--- config.mk ---
export PLATFORM = sky130hd
export DESIGN_NAME = txdma_ring
export DESIGN_NICKNAME = d
export VERILOG_FILES = /design/src/rtl/txdma_ring.sv
export SDC_FILE = /design/constraint.sdc
export NUM_CORES = 1
export LEC_CHECK = 0
export BUFFER_PORTS_ARGS = -buffer_cell sky130_fd_sc_hd__buf_2
export CELL_PAD_IN_SITES_DETAIL_PLACEMENT = 1
export CELL_PAD_IN_SITES_GLOBAL_PLACEMENT = 2
export CORE_MARGIN = 2
export CORE_UTILIZATION = 37
export CTS_BUF_LIST = sky130_fd_sc_hd__clkbuf_8
export DETAILED_ROUTE_END_ITERATION = 7
export GPL_TIMING_DRIVEN = 0
export PLACE_DENSITY = 0.87
export SYNTH_ARGS = -nofsm -noshare
export SYNTH_HDL_FRONTEND = slang
export SYNTH_SLANG_ARGS = --single-unit
--- constraint.sdc ---
create_clock -name clk -period 5.1 [get_ports clk]
set_clock_uncertainty 0.1 [all_clocks]
set_input_delay 1.02 -clock clk [delete_from_list [all_inputs] [get_ports clk]]
set_output_delay 1.02 -clock clk [all_outputs]
set_load 0.05 [all_outputs]
--- src/rtl/txdma_ring.sv ---
module txdma_ring #(
  parameter int AW   = 32,
  parameter int OFFW = 13,
  parameter int CNTW = 15
) (
  input  logic        clk,
  input  logic        rst_n,
  input  logic        reg_wr,
  input  logic [2:0]  reg_addr,
  input  logic [31:0] reg_wdata,
  output logic [31:0] reg_rdata,
  output logic        mem_req,
  output logic [AW-1:0] mem_addr,
  input  logic        mem_rvalid,
  input  logic        mem_err,
  input  logic [31:0] mem_rdata,
  output logic        tx_valid,
  output logic [7:0]  tx_data,
  output logic        tx_sof,
  output logic        tx_last,
  input  logic        tx_ready
);
  localparam logic [OFFW-1:0] DSTEP = OFFW'(16);
  localparam logic [3:0] S_DIS = 4'd0, S_ACT = 4'd1, S_IDLE = 4'd2, S_STOP = 4'd3, S_SPND = 4'd4;
  localparam logic [3:0] E_PROT = 4'd1, E_XFER = 4'd3, E_DRD = 4'd4;

  typedef enum logic [2:0] {P_DIS, P_DEC, P_DSC, P_DRD, P_SND, P_HLT} ph_t;

  ph_t             ph;
  logic            ctl_en, ctl_sus, ctl_pdis;
  logic [OFFW-1:0] ptr, cur, act;
  logic [AW-1:0]   base, baddr;
  logic [3:0]      err, st;
  logic [1:0]      widx;
  logic            f_sof, f_eof, f_eot, first, in_frame;
  logic [CNTW-1:0] cnt;
  logic [31:0]     pacc, word;

  wire             rsp = mem_req && mem_rvalid;
  wire             hs  = tx_valid && tx_ready;
  wire [OFFW-1:0]  nxt = f_eot ? '0 : cur + DSTEP;

  assign mem_req  = (ph == P_DSC) || (ph == P_DRD);
  assign mem_addr = (ph == P_DSC) ? base + AW'(cur) + AW'({widx, 2'b00})
                                  : {baddr[AW-1:2], 2'b00};
  assign tx_valid = (ph == P_SND);
  assign tx_data  = word[{baddr[1:0], 3'b000} +: 8];
  assign tx_sof   = f_sof && first;
  assign tx_last  = f_eof && (cnt == CNTW'(1));

  always_comb begin
    if (ph == P_DIS)                               st = S_DIS;
    else if (ph == P_HLT)                          st = S_STOP;
    else if (ctl_sus && !in_frame && ph == P_DEC)  st = S_STOP;
    else if (ctl_sus)                              st = S_SPND;
    else if (ph == P_DEC && cur == ptr)            st = S_IDLE;
    else                                           st = S_ACT;
  end

  always_comb begin
    case (reg_addr)
      3'd0:    reg_rdata = {20'h0, ctl_pdis, 9'h0, ctl_sus, ctl_en};
      3'd1:    reg_rdata = 32'(ptr);
      3'd2:    reg_rdata = 32'(base);
      3'd3:    reg_rdata = {st, 28'(cur)};
      3'd4:    reg_rdata = {err, 28'(act)};
      default: reg_rdata = '0;
    endcase
  end

  always_ff @(posedge clk or negedge rst_n) begin
    if (!rst_n) begin
      ph <= P_DIS; ctl_en <= 1'b0; ctl_sus <= 1'b0; ctl_pdis <= 1'b0;
      ptr <= '0; cur <= '0; act <= '0; base <= '0; baddr <= '0;
      err <= '0; widx <= '0; f_sof <= 1'b0; f_eof <= 1'b0; f_eot <= 1'b0;
      first <= 1'b0; in_frame <= 1'b0; cnt <= '0; pacc <= '0; word <= '0;
    end else begin
      if (reg_wr) begin
        case (reg_addr)
          3'd0: begin ctl_en <= reg_wdata[0]; ctl_sus <= reg_wdata[1]; ctl_pdis <= reg_wdata[11]; end
          3'd1: ptr  <= reg_wdata[OFFW-1:0];
          3'd2: base <= reg_wdata[AW-1:0];
          default: ;
        endcase
      end
      case (ph)
        P_DIS: begin
          cur <= '0;
          if (ctl_en) begin ph <= P_DEC; err <= '0; act <= '0; in_frame <= 1'b0; end
        end
        P_DEC: begin
          if (!ctl_en) ph <= P_DIS;
          else if (!(ctl_sus && !in_frame) && cur != ptr) begin
            ph <= P_DSC; widx <= '0; act <= cur; pacc <= '0;
          end
        end
        P_DSC: if (rsp) begin
          if (mem_err) begin err <= E_DRD; ph <= P_HLT; end
          else if (!ctl_en) ph <= P_DIS;
          else begin
            pacc <= pacc ^ mem_rdata;
            widx <= widx + 2'd1;
            case (widx)
              2'd0: begin f_sof <= mem_rdata[31]; f_eof <= mem_rdata[30]; f_eot <= mem_rdata[28]; end
              2'd1: cnt   <= mem_rdata[CNTW-1:0];
              2'd2: baddr <= mem_rdata[AW-1:0];
              default: begin
                if ((!ctl_pdis && ^(pacc ^ mem_rdata)) || (cnt == '0 && !f_eof)) begin
                  err <= E_PROT; ph <= P_HLT;
                end else if (cnt == '0) begin
                  cur <= nxt; in_frame <= 1'b0; ph <= P_DEC;
                end else begin
                  first <= 1'b1; ph <= P_DRD;
                end
              end
            endcase
          end
        end
        P_DRD: if (rsp) begin
          if (mem_err) begin err <= E_XFER; ph <= P_HLT; end
          else if (!ctl_en) ph <= P_DIS;
          else begin word <= mem_rdata; ph <= P_SND; end
        end
        P_SND: if (hs) begin
          first <= 1'b0;
          baddr <= baddr + AW'(1);
          cnt   <= cnt - CNTW'(1);
          if (cnt == CNTW'(1)) begin
            cur <= nxt; in_frame <= !f_eof;
            ph  <= ctl_en ? P_DEC : P_DIS;
          end else if (!ctl_en) ph <= P_DIS;
          else if (baddr[1:0] == 2'd3) ph <= P_DRD;
        end
        P_HLT: if (!ctl_en) ph <= P_DIS;
        default: ph <= P_DIS;
      endcase
    end
  end

  a_r14_tx_hold: assert property (@(posedge clk) disable iff (!rst_n)
    tx_valid && !tx_ready |=> tx_valid && $stable(tx_data) && $stable(tx_sof) && $stable(tx_last));
  a_r14_mem_hold: assert property (@(posedge clk) disable iff (!rst_n)
    mem_req && !mem_rvalid && !reg_wr |=> mem_req && $stable(mem_addr));
  a_r13_dis_quiet: assert property (@(posedge clk) disable iff (!rst_n)
    st == S_DIS |-> !mem_req && !tx_valid);
  a_r11_err_stops: assert property (@(posedge clk) disable iff (!rst_n)
    err != 4'd0 && st != S_DIS |-> st == S_STOP && !mem_req);
  a_r4_cur_aligned: assert property (@(posedge clk) disable iff (!rst_n)
    cur[3:0] == 4'd0);
endmodule

==> key figures <==
CTS
  – Postcts setup bufs: 0
  – CTS sink cnt: 191
  – CTS tree: built
  – Clock Pin Slew Worst Setup and Hold Paths: 0.11 ns
  – H-tree Lvls: 4
  – CTS Buf Count: 17
  – Worst-skew pair later-pin latency: 0.51 ns
  – Clock root buffer: clkbuf_8
  – Cts hold-fix bufs: 0
  – Clock Tree Buf Depth: 2

STA
  – Post-route setup TNS: 0 ns
  – Hold Slack: 0.4120 ns
  – Crit path time final: 4.949 ns
  – Slew headroom: 0.09372
  – Part of the cycle the worst path needs: 0.9704
  – RSZ-0062 raised after global routing: true
  – Min setup slack post-route: 0.1510 ns
  – Final hold vios: 0
  – Worst Max-Slew Pin Slew: 1.349 ns
  – Max Slew Vio Count: 0
  – Final setup violating endpoints: 0
  – Max Clk Rate: 202.1 MHz

Yosys
  – Synth Area per Inst: 9.147 µm²
  – Synthesized cell area: 11550 µm²
  – Mapped Nets: 1369
  – Top area cells in the synthesized netlist: dfrtp_1 (41%), mux2_2 (8.8%), o21ai_0 (7.1%)
  – Sequential area share after synthesis: 0.4137
  – Yosys warnings: 0
  – Post-synth EDFFs: 0
  – Leading area contributor after synthesis: dfrtp_1
  – Synth Register Bits: 191
  – Asr flop ratio synth: 1.000
  – Gate Count Post-Synth: 1263
  – Synth top area share: 0.4137
  – Ys flop type: dfrtp_1
  – Post-synth cell types: 61

Floorplanning
  – Starting density of the core: 0.3767
  – Die H: 180.7 µm
  – Width of the die: 180.7 µm
  – IO Pins: 149
  – Placement Rows: 64
  – CORE AREA: 30670 µm²
  – Die area: 32650 µm²

Route
  – Via density per instance: 5.747
  – Post-DRT Antenna Nets: 0
  – Violation count after the first detailed-route iteration: 662
  – Metal2 WL: 18670 µm
  – DR top layer: met4
  – Metal3 WL: 1935 µm
  – Via count: 10580
  – # DRC: 0
  – 1st-pass router iterations: 7
  – WL/cell: 22.10 µm
  – Routed metal-1 wirelength: 18940 µm
  – WL final: 40680 µm

Run
  – Max-cap violations: 0

GRT
  – GRT Overall Usage: 0.2511
  – First-pass GRT wire length: 63850 µm
  – Initial antenna violation count: 0
  – Global route overflow: 0
  – Largest net degree at the start of global routing: 103
  – Vias in the first global route: 11130

Min path
  – WHS Path Cells: 1
  – Hold Crit Class: flop to flop
  – Hold_sp: pacc[7]
  – Endpoint, Worst Hold: pacc[7]

Final layout
  – Layout net count: 1537
  – Fillers: 3624
  – Util after Layout: 0.4340
  – Area Growth Syn to Fin: 15.23%
  – Layout cells sized above 1: 0.2084

Power and ir drop
  – Max rail drop VDD: 0.3660 mV
  – P_leak: 5.845 nW
  – Pwr dens: 546.0 nW/µm²

Setup path
  – FF-to-FF Start: ph[1]
  – Crit path DAT: 3.83 ns
  – Critical path type: flop to primary output
  – FF-to-FF setup slack: 1.47 ns
  – Worst r2r path cells: 10
  – Setup crit start kind: flop
  – RR Endpoint: baddr[12]
  – Maximum fanout along the worst path: 8
  – CP endpoint kind: primary output
  – Worst Path Required: 3.98 ns

Placement
  – Pre-CTS setup slack: 0.2953 ns
  – Routability cong.: 0.8549
  – DP HPWL: 30650 µm
  – Port Buffer Count: 147

Run status
  – Status: finished clean
how the worst max path moves through the flow:
| stage | startpoint | end | slack, ns | cells after the start |
|---|---|---|---|---|
| after detailed placement | cur[6] | mem_addr[20] | 0.30 | 13 |
| after CTS | cur[6] | mem_addr[20] | 0.02 | 13 |
| after global placement | rst_n | word[2] | -0.55 | 1 |
| after floorplan | cur[6] | mem_addr[24] | 0.20 | 12 |
| final | cur[6] | mem_addr[24] | 0.15 | 13 |
| after global routing | cur[6] | mem_addr[30] | -0.008 | 13 |
cell type report:
type / instances / area, µm² / share of cell area
inverter: 25 / 93.84 / 0.007050
antenna: 1 / 2.502 / 0.0001880
buffer: 69 / 269.0 / 0.02021
sequential: 191 / 4781 / 0.3592
clock inverter: 15 / 188.9 / 0.01419
multi-input combinational: 978 / 6436 / 0.4835
timing repair buffer: 149 / 810.8 / 0.06091
clock buffer: 17 / 234.0 / 0.01758
tap: 396 / 495.5 / 0.03722
flip-flops by register name (all words and copies together) (netlist names), 3 cells and up:
signal / count
cur: 9
base: 32
word: 32
err: 3
act: 10
baddr: 32
ph: 3
ptr: 13
pacc: 32
cnt: 15
layout by cell type, fill, tap and decap left out, types with 11 or more instances in the layout:
master / count
o21ai_1: 19
nor2_1: 93
xnor2_1: 64
nor3_1: 15
and3_1: 21
inv_1: 24
and2_1: 23
nand4_1: 13
o22ai_1: 13
clkbuf_8: 17
ha_1: 33
a22o_1: 11
clkbuf_1: 51
xor2_1: 36
a22oi_1: 16
o21ai_0: 158
a21oi_1: 80
dfrtp_1: 190
nand2_1: 144
buf_1: 15
mux2_2: 90
nand3_1: 23
a31oi_1: 13
buf_2: 139
per-stage QoR:
stage          instances  area [µm²]  total power [mW]
2_1_floorplan       1263       11550             4.961
3_3_place_gp        1806       12780             6.018
3_5_place_dp        1808       12830             6.131
4_1_cts             1840       13270             7.256
5_1_grt             1840       13310             7.691
6_report            1841       13310             7.268
synth_stat cells (all sizes together), types with 10 or more instances:
| library cell | count |
|---|---|
| nor2 | 93 |
| mux2 | 90 |
| o22ai | 13 |
| a22oi | 16 |
| a31oi | 13 |
| buf | 18 |
| dfrtp | 191 |
| nand2b | 10 |
| ha | 33 |
| xnor2 | 64 |
| o21ai | 180 |
| nand4 | 13 |
| and2 | 23 |
| clkbuf | 51 |
| nand2 | 144 |
| nand3 | 23 |
| a21oi | 81 |
| and3 | 21 |
| xor2 | 36 |
| inv | 25 |
| nor3 | 15 |
| a22o | 11 |
| o22a | 10 |
worst max-delay path: stages, from the launching register on:
cell and delay (ns):
dfrtp_2 0.48, ha_1 0.31, ha_1 0.37, a21oi_1 0.18, o21bai_1 0.09, or3_1 0.32
a31o_2 0.24, a31o_2 0.24, a21oi_2 0.22, o21ai_2 0.18, nand4_1 0.15, xor2_1 0.07
o21ai_0 0.23, buf_4 0.25
kinds of logic after synthesis:
family                   after synthesis  synth area share
AO/OA/AOI/OAI                        372            0.1889
buffers and inverters                 94           0.03141
flip-flops                           191            0.4137
XOR/XNOR                             100           0.07582
AND/OR/NAND/NOR                      370            0.1462
multiplexers                         102            0.1079
adder cells (fa/ha/maj)               33           0.03574
other                                  1         0.0003246
timing repair:
action | in CTS | in global routing
endpoints found under the setup margin | 10 | 16
cloned | 0 | 0
gates resized for setup | 4 | 24
power breakdown:
| group | total, mW | switching (mW) | internal (mW) | leakage, nW |
|---|---|---|---|---|
| Clock | 1.11 | 0.620 | 0.493 | 0.215 |
| Sequential | 2.51 | 0.519 | 1.99 | 2.45 |
| Combinational | 3.65 | 2.39 | 1.26 | 3.17 |
routing by layer:
metal,GRT usage,up-vias
li1,-,4839
met3,0.03951,65
met5,0,-
met1,0.3565,5406
met2,0.3918,270
met4,0.08194,0
Power figures use the tool's default switching activity.
